### config.mk
export PLATFORM = sky130hd
export DESIGN_NAME = smb_blk_host
export DESIGN_NICKNAME = d
export VERILOG_FILES = /design/src/rtl/smb_blk_pkg.sv /design/src/rtl/smb_blk_buf.sv /design/src/rtl/smb_blk_seq.sv /design/src/rtl/smb_blk_host.sv
export SDC_FILE = /design/constraint.sdc
export NUM_CORES = 1
export LEC_CHECK = 0
export ABC_AREA = 1
export BUFFER_PORTS_ARGS = -buffer_cell sky130_fd_sc_hd__buf_4
export CORE_AREA = 2 2 227 229
export DETAILED_ROUTE_END_ITERATION = 10
export DIE_AREA = 0 0 229 231
export GPL_TIMING_DRIVEN = 0
export PLACE_DENSITY = 0.47
export REMOVE_ABC_BUFFERS = 1
export SYNTH_ARGS = -nofsm -noshare
export SYNTH_HDL_FRONTEND = slang
export SYNTH_SLANG_ARGS = --single-unit
### constraint.sdc
create_clock -name clk -period 4.2 [get_ports clk]
set_input_delay 0.63 -clock clk [delete_from_list [all_inputs] [get_ports clk]]
set_output_delay 0.63 -clock clk [all_outputs]
set_load 0.02 [all_outputs]
### src/rtl/smb_blk_pkg.sv
package smb_blk_pkg;

    localparam int BUF_DEPTH = 32;

    typedef enum logic [1:0] {
        OP_START = 2'd0,
        OP_SEND  = 2'd1,
        OP_RECV  = 2'd2,
        OP_STOP  = 2'd3
    } prim_op_e;

    typedef enum logic [3:0] {
        S_IDLE, S_START, S_ADDRW, S_CMD, S_WCNT, S_WDATA,
        S_RSTART, S_ADDRR, S_RCNT, S_RDATA, S_STOP, S_FAIL
    } seq_state_e;

    // register byte offsets
    localparam logic [3:0] OFS_STAT  = 4'h0;
    localparam logic [3:0] OFS_CTRL  = 4'h2;
    localparam logic [3:0] OFS_CMD   = 4'h3;
    localparam logic [3:0] OFS_TADDR = 4'h4;
    localparam logic [3:0] OFS_CNT   = 4'h5;
    localparam logic [3:0] OFS_SPARE = 4'h6;
    localparam logic [3:0] OFS_PORT  = 4'h7;
    localparam logic [3:0] OFS_MODE  = 4'hD;

    localparam logic [2:0] PROTO_BLOCK  = 3'b101;
    localparam int         CTRL_GO_BIT  = 6;
    localparam int         MODE_WIDE_BIT = 1;

    // field order matches status bits 3..1
    typedef struct packed {
        logic bad;
        logic dev;
        logic ok;
    } fin_t;

    function automatic logic count_ok(input logic [7:0] c, input int depth);
        return (c != 8'd0) && (int'(c) <= depth);
    endfunction

endpackage

### src/rtl/smb_blk_buf.sv
module smb_blk_buf
    import smb_blk_pkg::*;
#(
    parameter int DEPTH = BUF_DEPTH,
    localparam int AW = $clog2(DEPTH)
) (
    input  logic          clk,
    input  logic          rst,
    input  logic          h_rewind,
    input  logic          h_step,
    input  logic          h_we,
    input  logic [7:0]    h_wdata,
    output logic [7:0]    h_rdata,
    input  logic          s_we,
    input  logic [AW-1:0] s_addr,
    input  logic [7:0]    s_wdata,
    output logic [7:0]    s_rdata
);

    logic [AW-1:0] idx;
    logic [7:0]    mem [DEPTH];

    always_ff @(posedge clk) begin
        if (rst)
            idx <= '0;
        else if (h_rewind)
            idx <= '0;
        else if (h_step)
            idx <= (idx == AW'(DEPTH - 1)) ? '0 : idx + AW'(1);
    end

    // sequencer fills take priority over the host port
    always_ff @(posedge clk) begin
        if (s_we)
            mem[s_addr] <= s_wdata;
        else if (h_we)
            mem[idx] <= h_wdata;
    end

    assign h_rdata = mem[idx];
    assign s_rdata = mem[s_addr];

    p_rewind_r2: assert property (@(posedge clk) disable iff (rst)
        h_rewind |=> (idx == '0));

    p_step_r2: assert property (@(posedge clk) disable iff (rst)
        (h_step && !h_rewind && idx == '0) |=> (idx == AW'(1)));

endmodule

### src/rtl/smb_blk_seq.sv
module smb_blk_seq
    import smb_blk_pkg::*;
#(
    parameter int DEPTH = BUF_DEPTH,
    localparam int AW = $clog2(DEPTH)
) (
    input  logic          clk,
    input  logic          rst,
    input  logic          go,
    input  logic          mode_ok,
    input  logic [6:0]    taddr7,
    input  logic          rd_dir,
    input  logic [7:0]    cmd,
    input  logic [7:0]    wcnt,
    output logic          busy,
    output fin_t          fin,
    output logic          prim_req,
    output logic [1:0]    prim_op,
    output logic [7:0]    prim_wbyte,
    output logic          prim_nack,
    input  logic          prim_ack,
    input  logic          prim_rxack,
    input  logic [7:0]    prim_rbyte,
    output logic [AW-1:0] buf_addr,
    input  logic [7:0]    buf_rdata,
    output logic          buf_we,
    output logic          cnt_we
);

    seq_state_e    state;
    prim_op_e      op;
    logic [6:0]    addr_q;
    logic [7:0]    cmd_q;
    logic [7:0]    cnt_q;
    logic [AW-1:0] sidx;
    fin_t          res_q;
    logic          last;
    logic          is_send;

    assign last    = (8'(sidx) == cnt_q - 8'd1);
    assign is_send = (state == S_ADDRW) || (state == S_CMD) || (state == S_WCNT) ||
                     (state == S_WDATA) || (state == S_ADDRR);

    always_comb begin
        prim_req   = 1'b1;
        op         = OP_SEND;
        prim_wbyte = 8'h00;
        prim_nack  = 1'b0;
        case (state)
            S_START, S_RSTART: op = OP_START;
            S_ADDRW:           prim_wbyte = {addr_q, 1'b0};
            S_CMD:             prim_wbyte = cmd_q;
            S_WCNT:            prim_wbyte = cnt_q;
            S_WDATA:           prim_wbyte = buf_rdata;
            S_ADDRR:           prim_wbyte = {addr_q, 1'b1};
            S_RCNT:            op = OP_RECV;
            S_RDATA: begin
                op        = OP_RECV;
                prim_nack = last;
            end
            S_STOP:            op = OP_STOP;
            default: begin
                prim_req = 1'b0;
                op       = OP_START;
            end
        endcase
    end

    assign prim_op  = op;
    assign busy     = (state != S_IDLE);
    assign buf_addr = sidx;
    assign buf_we   = (state == S_RDATA) && prim_ack;
    assign cnt_we   = (state == S_RCNT) && prim_ack;

    always_comb begin
        fin = '0;
        if (state == S_STOP && prim_ack)
            fin = res_q;
        if (state == S_FAIL)
            fin.bad = 1'b1;
    end

    always_ff @(posedge clk) begin
        if (rst) begin
            state  <= S_IDLE;
            addr_q <= '0;
            cmd_q  <= '0;
            cnt_q  <= '0;
            sidx   <= '0;
            res_q  <= '0;
        end else begin
            case (state)
                S_IDLE: begin
                    if (go) begin
                        addr_q <= taddr7;
                        cmd_q  <= cmd;
                        cnt_q  <= wcnt;
                        res_q  <= '0;
                        if (!mode_ok || (!rd_dir && !count_ok(wcnt, DEPTH)))
                            state <= S_FAIL;
                        else
                            state <= S_START;
                    end
                end
                S_FAIL: state <= S_IDLE;
                default: begin
                    if (prim_ack) begin
                        if (is_send && !prim_rxack) begin
                            res_q.dev <= 1'b1;
                            state     <= S_STOP;
                        end else begin
                            case (state)
                                S_START:  state <= S_ADDRW;
                                S_ADDRW:  state <= S_CMD;
                                S_CMD:    state <= rd_dir_q() ? S_RSTART : S_WCNT;
                                S_WCNT: begin
                                    sidx  <= '0;
                                    state <= S_WDATA;
                                end
                                S_RSTART: state <= S_ADDRR;
                                S_ADDRR:  state <= S_RCNT;
                                S_RCNT: begin
                                    cnt_q <= prim_rbyte;
                                    sidx  <= '0;
                                    if (count_ok(prim_rbyte, DEPTH)) begin
                                        state <= S_RDATA;
                                    end else begin
                                        res_q.bad <= 1'b1;
                                        state     <= S_STOP;
                                    end
                                end
                                S_WDATA, S_RDATA: begin
                                    if (last) begin
                                        res_q.ok <= 1'b1;
                                        state    <= S_STOP;
                                    end else begin
                                        sidx <= sidx + AW'(1);
                                    end
                                end
                                default: state <= S_IDLE;
                            endcase
                        end
                    end
                end
            endcase
        end
    end

    logic rd_q;
    always_ff @(posedge clk) begin
        if (rst)
            rd_q <= 1'b0;
        else if (state == S_IDLE && go)
            rd_q <= rd_dir;
    end

    function automatic logic rd_dir_q();
        return rd_q;
    endfunction

    p_stop_after_nack_r7: assert property (@(posedge clk) disable iff (rst)
        (prim_req && prim_ack && prim_op == OP_SEND && !prim_rxack)
        |=> (prim_req && prim_op == OP_STOP));

    p_count_bound_r9: assert property (@(posedge clk) disable iff (rst)
        (state == S_WDATA || state == S_RDATA) |-> (cnt_q != 8'd0 && int'(cnt_q) <= DEPTH));

    p_nack_in_data_r5: assert property (@(posedge clk) disable iff (rst)
        (prim_req && prim_op == OP_RECV && prim_nack) |-> (state == S_RDATA));

endmodule

### src/rtl/smb_blk_host.sv
module smb_blk_host
    import smb_blk_pkg::*;
#(
    parameter int DEPTH = BUF_DEPTH,
    localparam int AW = $clog2(DEPTH)
) (
    input  logic       clk,
    input  logic       rst,
    input  logic       reg_wr,
    input  logic       reg_rd,
    input  logic [3:0] reg_addr,
    input  logic [7:0] reg_wdata,
    output logic [7:0] reg_rdata,
    output logic       prim_req,
    output logic [1:0] prim_op,
    output logic [7:0] prim_wbyte,
    output logic       prim_nack,
    input  logic       prim_ack,
    input  logic       prim_rxack,
    input  logic [7:0] prim_rbyte
);

    logic [7:0]    ctrl_q, cmd_q, taddr_q, cnt_q, spare_q;
    logic [1:0]    mode_q;
    logic [2:0]    flags_q;
    logic          busy, go, mode_ok, cnt_we, buf_we;
    fin_t          fin;
    logic [AW-1:0] buf_addr;
    logic [7:0]    buf_rdata, port_rdata;
    logic [2:0]    clr;

    function automatic logic hit_wr(input logic [3:0] ofs);
        return reg_wr && (reg_addr == ofs);
    endfunction

    assign go      = hit_wr(OFS_CTRL) && reg_wdata[CTRL_GO_BIT] && !busy;
    assign mode_ok = (reg_wdata[4:2] == PROTO_BLOCK) && mode_q[MODE_WIDE_BIT];
    assign clr     = hit_wr(OFS_STAT) ? reg_wdata[3:1] : 3'b000;

    always_ff @(posedge clk) begin
        if (rst) begin
            ctrl_q  <= '0;
            cmd_q   <= '0;
            taddr_q <= '0;
            cnt_q   <= '0;
            spare_q <= '0;
            mode_q  <= '0;
            flags_q <= '0;
        end else begin
            if (hit_wr(OFS_CTRL))  ctrl_q  <= reg_wdata & ~(8'h01 << CTRL_GO_BIT);
            if (hit_wr(OFS_CMD))   cmd_q   <= reg_wdata;
            if (hit_wr(OFS_TADDR)) taddr_q <= reg_wdata;
            if (hit_wr(OFS_SPARE)) spare_q <= reg_wdata;
            if (hit_wr(OFS_MODE))  mode_q  <= reg_wdata[1:0];
            if (cnt_we)                cnt_q <= prim_rbyte;
            else if (hit_wr(OFS_CNT))  cnt_q <= reg_wdata;
            // a completion in the same cycle wins over a clearing write
            flags_q <= (flags_q & ~clr) | fin;
        end
    end

    always_comb begin
        case (reg_addr)
            OFS_STAT:  reg_rdata = {4'b0000, flags_q, busy};
            OFS_CTRL:  reg_rdata = ctrl_q;
            OFS_CMD:   reg_rdata = cmd_q;
            OFS_TADDR: reg_rdata = taddr_q;
            OFS_CNT:   reg_rdata = cnt_q;
            OFS_SPARE: reg_rdata = spare_q;
            OFS_PORT:  reg_rdata = port_rdata;
            OFS_MODE:  reg_rdata = {6'b000000, mode_q};
            default:   reg_rdata = 8'h00;
        endcase
    end

    smb_blk_buf #(.DEPTH(DEPTH)) i_buf (
        .clk      (clk),
        .rst      (rst),
        .h_rewind (reg_rd && reg_addr == OFS_CTRL),
        .h_step   ((reg_addr == OFS_PORT) && (reg_rd || (reg_wr && !busy))),
        .h_we     (hit_wr(OFS_PORT) && !busy),
        .h_wdata  (reg_wdata),
        .h_rdata  (port_rdata),
        .s_we     (buf_we),
        .s_addr   (buf_addr),
        .s_wdata  (prim_rbyte),
        .s_rdata  (buf_rdata)
    );

    smb_blk_seq #(.DEPTH(DEPTH)) i_seq (
        .clk        (clk),
        .rst        (rst),
        .go         (go),
        .mode_ok    (mode_ok),
        .taddr7     (taddr_q[7:1]),
        .rd_dir     (taddr_q[0]),
        .cmd        (cmd_q),
        .wcnt       (cnt_q),
        .busy       (busy),
        .fin        (fin),
        .prim_req   (prim_req),
        .prim_op    (prim_op),
        .prim_wbyte (prim_wbyte),
        .prim_nack  (prim_nack),
        .prim_ack   (prim_ack),
        .prim_rxack (prim_rxack),
        .prim_rbyte (prim_rbyte),
        .buf_addr   (buf_addr),
        .buf_rdata  (buf_rdata),
        .buf_we     (buf_we),
        .cnt_we     (cnt_we)
    );

    p_busy_from_go_r6: assert property (@(posedge clk) disable iff (rst)
        $rose(busy) |-> $past(reg_wr && reg_addr == OFS_CTRL && reg_wdata[CTRL_GO_BIT]));

    p_done_flag_r8: assert property (@(posedge clk) disable iff (rst)
        fin.ok |=> flags_q[0]);

    p_dev_flag_r7: assert property (@(posedge clk) disable iff (rst)
        fin.dev |=> flags_q[1]);

endmodule

==> qor.csv <==
metric;value;unit
drive_above_1_share;0.0836;
ys_types;39;
num_rows;83;
skew;25.9;ps
drc;0;
async_flop_share;0;
dieArea;52900;µm²
cts_tree;built;
insertion_delay;580;ps
worst_pin_slew;1180;ps
p_sw_frac;0.362;
min_path_type;input port to flop;
power_frac_clock;0.331;
synth_warnings;0;
syn_area;17500;µm²
synth_compound_area_frac;0.183;
globalRouteMet1Util;0.322;
num_vias;15375;
antenna_found_initial;1;
status;complete, no violations;
htreeDepth;2;
slew_headroom;0.206;
drv_cap;0;
crit_required;3570;ps
antenna_cells;0;
start_kind;flop;
core;50700;µm²
fmax;0.247;GHz
hold_viol_final;0;
grt_overflow;0;
final-setup-viol-count;0;
critPathMaxStageDelay;700;ps
drt-initial-drc-count;1616;
ir_worst_vdd;0.369;mV
cpMaxStageDelayCell;dfxtp_4;
synth_xor_area_frac;0.00250;
area_delta_synth_final;14.7;%
drtPass1Iterations;6;
portBuffers;45;
io_pins;46;
initial_utilization;0.346;
drt_wl_total;63500;µm
final_cell_area;20100;µm²
p_int;6.76;mW
crit_type;flop to primary output;
die_w;229;µm
dp_hpwl;39900;µm
viasPerCell;5.52;
clockRootBuffer;clkbuf_16;
leakage;7.27;nW
synth-seq-cells;351;
postRouteAntennaNets;0;
synth_area_leaders;edfxtp_1 44%, dfxtp_1 11%, o21ai_0 9.5%;
clk_pin_slew_worst_paths;60;ps
placed_area;18700;µm²
cts_buffers;43;
post-place-ws;-423;ps
setup_slack;158;ps
synth_edf_count;256;
post-route-util;0.397;
grt-busiest-layer;met2;
path_common_cell;nand2_1;
synthSimpleGateAreaFrac;0.211;
cp_cell_sequence;buf_16 > inv_6 > buf_16 > o21ai_0 > o22ai_1 > nand2_1 > nand2_1 > nand2_1 > nand3_1 > nand3_1 > nand2_1 > buf_4;
p_switching;3.83;mW
cts.sinks;351;
post-synth-top-area-cell;edfxtp_1;
mostFrequentLayoutCells;389 x nand2_1, 359 x nor2_1, 324 x o21ai_0;
synthMuxAreaShare;0;
synth_top_area_frac;0.439;
slew_viol_final;0;
cp_max_fo;66;
combPwrFrac;0.285;
die_h;231;µm
finalCritPeriodShare;0.962;
synth_cells;2092;
syn_area_per_cell;8.38;µm²
rsz0062_at_grt;false;
nNetsFinal;2103;
arrival;3410;ps
place_congestion;0.892;
worst_setup_path_end_kind;primary output;
final.min_clock_period;4040;ps
synth_top_family_by_area;simple AND/OR/NAND/NOR gates;
wl_per_cell;22.8;µm
yosys_most_used_dff;edfxtp_1;
power.total;10.6;mW
grtUsageTotal;0.235;
clockBufferDepth;3;
layout_commonest_cell;nand2_1;
p_per_area;527;nW/µm²
use_met2;0.376;
synthAdderAreaFrac;0.00285;
synth_seq_area_share;0.547;
grt_max_degree;77;
grt_pass1_vias;14651;
p_seq_frac;0.384;
grt_use_met3;0.0366;
grt_pass1_wl;93200;µm
==> through the flow <==
step                cells  hold WS [ps]  TNS (ps)
floorplan            1962           432    -25140
global placement     2687           442   -491370
detailed placement   2705           446    -63520
CTS                  2785           363         0
global route         2786           373         0
finish               2786           390         0
==> what timing repair did <==
item | 4_1_cts | 5_1_grt
gates resized for setup | 0 | 2
pin swaps | 1 | 0
cloned | 1 | 0
buffers inserted | 1 | 1
hold buffers | 0 | 0
setup endpoints to repair | 264 | 16
==> flip-flops by register name, summed over array words and instances, names as in the netlist, named ones only <==
register / flops
i_seq.buf_addr: 5
flags_q: 3
i_seq.res_q: 3
spare_q: 8
i_seq.addr_q: 7
i_seq.cnt_q: 8
i_seq.cmd_q: 8
mode_q: 2
taddr_q: 8
cnt_q: 8
ctrl_q: 7
cmd_q: 8
i_buf.mem: 256
i_seq.state: 4
i_buf.idx: 5
i_seq.rd_q: 1
==> path summary, 6_finish.rpt <==
check	slack (ps)	to	from	cells after the start
min	390	cnt_q[4]$_SDFFE_PP0P_	prim_rbyte[4]	3
max	160	prim_wbyte[6]	flop	12
min reg2reg	450	spare_q[1]$_SDFFE_PP0P_	spare_q[1]$_SDFFE_PP0P_	2
max reg2reg	230	i_buf.mem[5][7]$_DFFE_PP_	i_seq.state[2]$_SDFFE_PP0P_	8
==> worst max-delay path, delay by kind of cell (launching register included) <==
kind	cells	cell delay [ps]
flops	1	700
simple gates	6	720
buf+inv	4	1070
compound gates	2	280
==> power by group through the flow <==
stage | combinational (mW) | clock [mW] | sequential, mW
detailed placement | 2.92 | 0 | 4.16
global placement | 2.70 | 0 | 4.32
finish | 3.02 | 3.51 | 4.06
global route | 3.34 | 3.72 | 4.08
CTS | 2.98 | 3.58 | 4.07
floorplan | 1.80 | 0 | 4.13
==> cells by family after synthesis <==
logic type,Yosys count
and+or+nand+nor,904
AOI/OAI and AO/OA,581
DFF,351
buffers and inverters,247
xor gates and xnor gates,5
adders and majority gates,4
==> layout make-up <==
type | count | area, µm²
sequential | 351 | 9610
tap | 680 | 851
clock buffer | 56 | 1170
inverter | 117 | 449
timing repair buffer | 65 | 811
fill | 5178 | 30600
multi-input combinational | 1495 | 7090
clock inverter | 22 | 141
==> metal layers <==
layer  wire length [µm]  part of all wire  vias up
li1                   -                 -     7234
met1              27900              0.44     7360
met2              28900              0.46      649
met3               4310             0.068      132
met4               2380             0.037        0
met5                  0                 0        -
==> synth_stat cells (8+ instances only) <==
cell	number
nand2_1	389
nor2_1	359
o21ai_0	332
edfxtp_1	256
nand3_1	119
clkbuf_1	115
inv_1	108
o22ai_1	104
dfxtp_1	95
a21oi_1	94
o221ai_1	22
buf_1	9
nor3_1	9
nand2_2	8
No activity file was read; power rests on OpenSTA's default activity.
